### config.mk
export PLATFORM = sky130hd
export DESIGN_NAME = lhclk_supervisor
export DESIGN_NICKNAME = d
export VERILOG_FILES = /design/src/rtl/lhs_pkg.sv /design/src/rtl/lhs_sync.sv /design/src/rtl/lhs_poll_timer.sv /design/src/rtl/lhs_mode_ctrl.sv /design/src/rtl/lhclk_supervisor.sv
export SDC_FILE = /design/constraint.sdc
export NUM_CORES = 1
export LEC_CHECK = 0
export ABC_AREA = 1
export BUFFER_PORTS_ARGS = -buffer_cell sky130_fd_sc_hd__clkbuf_2
export CAP_MARGIN = 0
export CORE_MARGIN = 2
export CORE_UTILIZATION = 46
export DETAILED_ROUTE_END_ITERATION = 10
export PLACE_DENSITY = 0.73
export SYNTH_ARGS = -nofsm -noshare
export SYNTH_HDL_FRONTEND = slang
export SYNTH_SLANG_ARGS = --single-unit
### constraint.sdc
create_clock -name clk -period 1.1 [get_ports clk]
set_input_delay 0.11 -clock clk [delete_from_list [all_inputs] [get_ports clk]]
set_output_delay 0.11 -clock clk [all_outputs]
set_load 0.1 [all_outputs]
### src/rtl/lhs_pkg.sv
package lhs_pkg;
  typedef struct packed {
    logic       pll_on;
    logic       bus_pll;
    logic       mod_sel;
    logic [2:0] mod_src;
  } sel_t;

  // Values imposed on the clock selects while running in fallback mode.
  function automatic sel_t fallback_sel();
    sel_t s;
    s.pll_on  = 1'b1;
    s.bus_pll = 1'b1;
    s.mod_sel = 1'b0;
    s.mod_src = 3'b111;
    return s;
  endfunction

  // Next value of the sticky flag: a set beats a same-edge clear.
  function automatic logic flag_next(logic cur, logic set, logic clr);
    return set | (cur & ~clr);
  endfunction
endpackage

### src/rtl/lhs_sync.sv
module lhs_sync #(
  parameter int STAGES = 2
) (
  input  logic clk,
  input  logic rst_n,
  input  logic d_i,
  output logic q_o
);
  logic [STAGES-1:0] chain_q;
  always_ff @(posedge clk or negedge rst_n) begin
    if (!rst_n) chain_q <= '0;
    else        chain_q <= {chain_q[STAGES-2:0], d_i};
  end
  assign q_o = chain_q[STAGES-1];
endmodule

### src/rtl/lhs_poll_timer.sv
module lhs_poll_timer #(
  parameter int CNT_W = 13
) (
  input  logic clk,
  input  logic rst_n,
  output logic poll_o
);
  localparam logic [CNT_W-1:0] MID = CNT_W'(1) << (CNT_W - 1);

  function automatic logic at_mid(logic [CNT_W-1:0] c);
    return c == MID;
  endfunction

  logic [CNT_W-1:0] cnt_q;
  always_ff @(posedge clk or negedge rst_n) begin
    if (!rst_n) cnt_q <= '0;
    else        cnt_q <= cnt_q + 1'b1;
  end
  assign poll_o = at_mid(cnt_q);
endmodule

### src/rtl/lhs_mode_ctrl.sv
module lhs_mode_ctrl
  import lhs_pkg::*;
(
  input  logic clk,
  input  logic rst_n,
  input  logic poll_i,
  input  logic present_i,
  input  sel_t sel_i,
  input  logic lhif_clr_i,
  output logic limp_o,
  output logic mode_chg_o,
  output logic lhif_o,
  output sel_t sel_o
);
  logic limp_q, limp_d, lhif_q;
  sel_t shadow_q;

  assign limp_d     = poll_i ? ~present_i : limp_q;
  assign mode_chg_o = limp_d ^ limp_q;

  always_ff @(posedge clk or negedge rst_n) begin
    if (!rst_n) begin
      limp_q   <= 1'b0;
      lhif_q   <= 1'b0;
      shadow_q <= '0;
    end else begin
      limp_q <= limp_d;
      lhif_q <= flag_next(lhif_q, mode_chg_o, lhif_clr_i);
      if (!limp_q) shadow_q <= sel_i;
    end
  end

  assign limp_o = limp_q;
  assign lhif_o = lhif_q;
  assign sel_o  = limp_q ? fallback_sel() : shadow_q;
endmodule

### src/rtl/lhclk_supervisor.sv
module lhclk_supervisor
  import lhs_pkg::*;
#(
  parameter int CNT_W       = 13,
  parameter int SYNC_STAGES = 2
) (
  input  logic       clk,
  input  logic       rst_n,
  input  logic       clk_present_i,
  input  logic       pll_on_i,
  input  logic       bus_pll_i,
  input  logic       mod_sel_i,
  input  logic [2:0] mod_src_i,
  input  logic       can_sel_i,
  input  logic       mon_en_i,
  input  logic       mon_force_i,
  input  logic       lhie_i,
  input  logic       lhif_clr_i,
  output logic       pll_on_o,
  output logic       bus_pll_o,
  output logic       mod_sel_o,
  output logic [2:0] mod_src_o,
  output logic       can_sel_o,
  output logic       mon_en_o,
  output logic       limp_o,
  output logic       lhif_o,
  output logic       irq_o
);
  logic poll_w, present_s, mode_chg_w;
  sel_t sel_in, sel_eff;

  lhs_sync #(.STAGES(SYNC_STAGES)) u_sync (
    .clk(clk), .rst_n(rst_n), .d_i(clk_present_i), .q_o(present_s));

  lhs_poll_timer #(.CNT_W(CNT_W)) u_timer (
    .clk(clk), .rst_n(rst_n), .poll_o(poll_w));

  assign sel_in = '{pll_on: pll_on_i, bus_pll: bus_pll_i,
                    mod_sel: mod_sel_i, mod_src: mod_src_i};

  lhs_mode_ctrl u_mode (
    .clk(clk), .rst_n(rst_n), .poll_i(poll_w), .present_i(present_s),
    .sel_i(sel_in), .lhif_clr_i(lhif_clr_i), .limp_o(limp_o),
    .mode_chg_o(mode_chg_w), .lhif_o(lhif_o), .sel_o(sel_eff));

  assign pll_on_o  = sel_eff.pll_on;
  assign bus_pll_o = sel_eff.bus_pll;
  assign mod_sel_o = sel_eff.mod_sel;
  assign mod_src_o = sel_eff.mod_src;
  assign can_sel_o = can_sel_i;
  assign mon_en_o  = limp_o | mon_en_i | mon_force_i;
  assign irq_o     = lhif_o & lhie_i;
endmodule

== After elaboration in Yosys (flattened, before gate mapping) ==
Cells that the tools add are included.
Cells by class
  equal/unequal tests: 1
  bitwise operators: 8
  muxes and demuxes: 2
  $add $sub $neg: 1
Operator list (number)
  adder 13 x 1 -> 13 bit (second input constant): 1
  equality test 13 bit (second input constant): 1
  2-to-1 mux 6 bit: 1
  OR 1 bit: 3
  AND 1 bit: 2
  inverter 1 bit: 2
  2-to-1 mux 1 bit: 1
  bitwise XOR 1 bit: 1
Word-level totals
  bits in registers: 23
  word-level logic and storage cells: 20
  input bits: 14

== Logic depth before layout (Yosys ltp) ==
  depth after elaboration: 4
  depth in mapped cells: 7

== Modules after synthesis ==
A second synthesis with hierarchy kept.
Second synthesis, totals
  cell total of the unflattened synthesis: 129
  area, all modules: 1108.6 um2
Modules (own cells, without submodules)
  lhs_poll_timer: area each 669.4 um2, cells an instance 78, instances 1, seq. area each 325.3 um2
  lhs_mode_ctrl: area each 362.8 um2, cells an instance 43, instances 1, seq. area each 200.2 um2
  lhs_sync: area each 50.0 um2, cells an instance 2, instances 1, seq. area each 50.0 um2
  lhclk_supervisor: area each 26.3 um2, cells an instance 6, instances 1, seq. area each 0.0 um2

== Worst setup path before layout ==
OpenSTA, ideal clock, no wires.
  kind: register -> output
  start: register u_mode.limp_q (netlist: u_mode.limp_o)
  end: output mod_sel_o
  stages on the path, launching flop included: 3
  buffers on the path: 1
  slack: -1357 ps
  arrival time: 2347 ps
  path through: dfrtp_1 clkbuf_1 nor2_1
On the way
  cells in the longest elaborated chain, start to end: 1
RTL lines
  start: declaration: line lhs_mode_ctrl.sv:15  | logic limp_q, limp_d, lhif_q;
  start signal: assignment: line lhs_mode_ctrl.sv:27  | limp_q <= limp_d;
  2-to-1 mux 6 bit: line lhs_mode_ctrl.sv:35  | assign sel_o = limp_q ? fallback_sel() : shadow_q;
  end: declaration: line lhclk_supervisor.sv:21  | output logic mod_sel_o,
No other way between the ends.

== Worst setup path after layout ==
  start: register u_mode.limp_q (netlist: u_mode.limp_o)
  end: output mod_src_o[1]
On the way
  cells in the longest elaborated chain, start to end: 1
RTL lines
  2-to-1 mux 6 bit: line lhs_mode_ctrl.sv:35
  end: declaration: line lhclk_supervisor.sv:22  | output logic [2:0] mod_src_o,
No other way between the ends.

==> out/metrics.cfg <==
[floorplanning]
floorplan.rows=17
num_io_pins=25
start_util_pct=48.9
dieWidth_um=52.5
fp.dieH_um=52.5
fp.coreArea_um2=2210
fp.dieArea_um2=2750

[setup_path]
slowest_stage=sky130_fd_sc_hd__dfrtp_4
worst-path-stages=3
reg_to_reg_slack_setup_ns=-0.16
start_kind=register
crit-reg2reg-capture=u_mode.limp_o
worst_ep_required_time_ns=0.99
worst_ep_arrival_time_ns=1.37
worst_r2r_path_depth=7
path_cells=buf_6 > or2_4 > buf_12
path_buf_inv=2
setup.worst_path.end=mod_src_o[1]
worstPathMaxFanout=7
endpoint_kind=output pin
crit-reg2reg-launch=u_timer.cnt_q[0]
startpoint=u_mode.limp_o
critical-path-max-stage-delay_ns=0.53
crit_family=flip-flops
worstSetupPathType=register to output pin

[timing]
final_critical_path_setup_slack_ns=-0.378
report.final.hold_viol_count=0
worst_clock_skew_ns=0.000820
maximum_achievable_frequency_mhz=677
timing.final.setup_violations=18
unrepaired_setup_endpoints_after_global_routing=true
timing.max_slew.rel_slack_pct=63.0
tightest_slew_ns=0.555
final_worst_path_cycle_share_pct=134
max_slew_violation_total_from_the_final_report=0
period_minus_slack_ns=1.48

[grt]
grt_overflow_total=0
grt_start_max_net_pins=24
grt_first_pass_wirelength_mm=4.11
grt_pass1_vias=988
grt_usage_pct=20.5
grt_antenna_before_repair=0

[logic_synthesis]
syn-num-nets=137
yosysMostFrequentCell=sky130_fd_sc_hd__nand2_1
avgSynthCellArea_um2=8.93
yosys_register_bits=23
asyncSetResetFlopFracSynth_pct=100
synth.lib_cells_used.distinct=24
syn-cell-area_um2=1080
share_of_synthesized_area_occupied_by_flip_flops_and_latches_pct=53.2
post_synth_inst_count=121
synth_area_leaders=sky130_fd_sc_hd__dfrtp_1 (53%), sky130_fd_sc_hd__nand2_1 (11%), sky130_fd_sc_hd__xor2_1 (5.7%), sky130_fd_sc_hd__inv_1 (4.5%), sky130_fd_sc_hd__nand3_1 (2.8%)
ys_warn_count=0
synth_top_cell_by_area=sky130_fd_sc_hd__dfrtp_1
synth_edf_count=0
flip_flop_cell_with_the_highest_count_after_synthesis=sky130_fd_sc_hd__dfrtp_1
share_of_the_synthesized_area_in_the_top_cell_type_pct=53.2
most_frequent_cells_after_synthesis=sky130_fd_sc_hd__nand2_1 (33), sky130_fd_sc_hd__dfrtp_1 (23), sky130_fd_sc_hd__inv_1 (13)

[run]
max_cap_viol_count=0

[drt]
finalWirelength_mm=2.65
route.detailed.wl_per_inst_um=13.9
drt-initial-drc-count=19
drc_violations=0
detail_route.first_pass.iterations=4
detailroute.via_count=988
post_drt_via_cell_ratio=5.20
drt.antenna.violating_nets=0

[finish]
final_cell_count_no_fill=190
syn2layout_area_growth_pct=55.0
nets=179
antenna-diode-count=0
layout_cell_share_with_drive_strength_beyond_1_pct=50.0
layout.filler_cells=147

[placed_design]
gp_congestion=0.896
hpwlAfterDp_mm=1.69
port_buffers=22
dp.cells=176

[clocking]
tritoncts=yes
clock_insertion_delay_worst_skew_ns=0.30
cts_max_path_buffers=2
cts.clk_slew.worst_paths_ns=0.11
numCtsBuffers=3
htree_levels=1
cts_root_buffer=sky130_fd_sc_hd__clkbuf_4
numClockSinks=23

[power]
total_leakage_power_nw=0.801
power_w=0.00148
cellPowerDensity_nw_per_um2=881
peak_supply_drop_v=0.00102

[status]
violations=setup timing
run_status=complete, but fails checks

[hold_path]
worstHoldPathType=input pin to register

-- cells in the final DEF, fill, tap and decap left out, types with 3 or more instances in the layout --
master                     synthesis  layout
sky130_fd_sc_hd__buf_4             1      12
sky130_fd_sc_hd__nand4_1           4       4
sky130_fd_sc_hd__xor2_1            7       7
sky130_fd_sc_hd__inv_2             4       4
sky130_fd_sc_hd__buf_12            0      10
sky130_fd_sc_hd__clkbuf_4          0       3
sky130_fd_sc_hd__buf_6             0       3
sky130_fd_sc_hd__clkbuf_2          0      12
sky130_fd_sc_hd__inv_4             0       3
sky130_fd_sc_hd__or2_4             0       3
sky130_fd_sc_hd__dfrtp_2           0       5
sky130_fd_sc_hd__nand2_1          33      28
sky130_fd_sc_hd__nor2_1            8       6
sky130_fd_sc_hd__dfrtp_1          23      16
sky130_fd_sc_hd__nand3_1           6       4
sky130_fd_sc_hd__nand2_2           1       5
sky130_fd_sc_hd__nor3_4            1       5
sky130_fd_sc_hd__inv_1            13       9
-- metal layers --
metal | global-route usage (%) | wire [µm] | up-vias
met5 | 0 | 0 | -
met4 | 5.13 | 56 | 0
met3 | 2.86 | 153 | 9
met2 | 40.8 | 1480 | 44
met1 | 22.1 | 957 | 480
li1 | - | - | 455
-- power by group --
| part | internal [W] | switching, W |
|---|---|---|
| clock network | 0.000141 | 0.000228 |
| logic | 0.0000897 | 0.000149 |
| registers | 0.000860 | 0.00000794 |
-- area by class of cell --
| class | instances | area [µm²] | area share, % |
|---|---|---|---|
| clock buffers | 4 | 26.3 | 1.57 |
| well taps | 28 | 35.0 | 2.09 |
| inverters | 17 | 75.1 | 4.48 |
| repair buffers | 39 | 404 | 24.1 |
| multi-input cells | 79 | 546 | 32.6 |
| flip-flops and latches | 23 | 589 | 35.2 |
-- through the flow --
step                hold WS (ns)  utilization [%]  worst slack (ns)  area (µm²)  setup TNS (ns)
floorplan                 -0.186                -            -0.313        1130           -1.59
global placement           0.126             66.1           -0.0533        1460          -0.211
detailed placement         0.120             66.1            -0.122        1460          -0.482
CTS                      0.00583             71.3            -0.386        1580           -3.35
global route              0.0154             75.7            -0.417        1680           -4.49
finish                   0.00758             75.7            -0.378        1680           -3.46
-- worst min-delay path: stages --
cell,delay (ns)
sky130_fd_sc_hd__clkbuf_2,0.07
sky130_fd_sc_hd__nand2_1,0.04
sky130_fd_sc_hd__o21ai_0,0.06
-- kinds of logic after synthesis --
family / after synthesis / share of synthesized area (%)
compound gates: 3 / 1.39
xor+xnor: 8 / 6.48
fa+ha+maj: 2 / 2.31
buf+inv: 19 / 6.94
flops: 23 / 53.2
simple gates: 66 / 29.6
-- worst min-delay path by stage --
stage                            start            endpoint  slack, ns  cells after the start
after CTS                 mod_src_i[1]  u_mode.shadow_q[1]      0.006                      3
after detailed placement         rst_n  u_mode.shadow_q[4]       0.12                      1
after global placement           rst_n  u_mode.shadow_q[4]       0.13                      1
after floorplan                  rst_n  u_mode.shadow_q[0]      -0.19                      0
after global routing          pll_on_i  u_mode.shadow_q[5]       0.02                      3
final                        mod_sel_i  u_mode.shadow_q[3]      0.008                      3
-- registers in the layout (all words and copies together) (netlist names) --
| register | flops |
|---|---|
| u_mode.lhif_o | 1 |
| u_mode.limp_o | 1 |
| u_mode.shadow_q | 6 |
| u_sync.chain_q | 2 |
| u_timer.cnt_q | 13 |
-- repair_timing --
| action | 4_1_cts | 5_1_grt |
|---|---|---|
| endpoints found under the setup margin | 18 | 23 |
| resized for setup | 12 | 21 |
| hold buffers | 2 | 0 |
| buffers inserted | 4 | 5 |
| pin swaps | 1 | 10 |
| hold endpoints to repair | 24 | 0 |
Power figures use the tool's default switching activity.
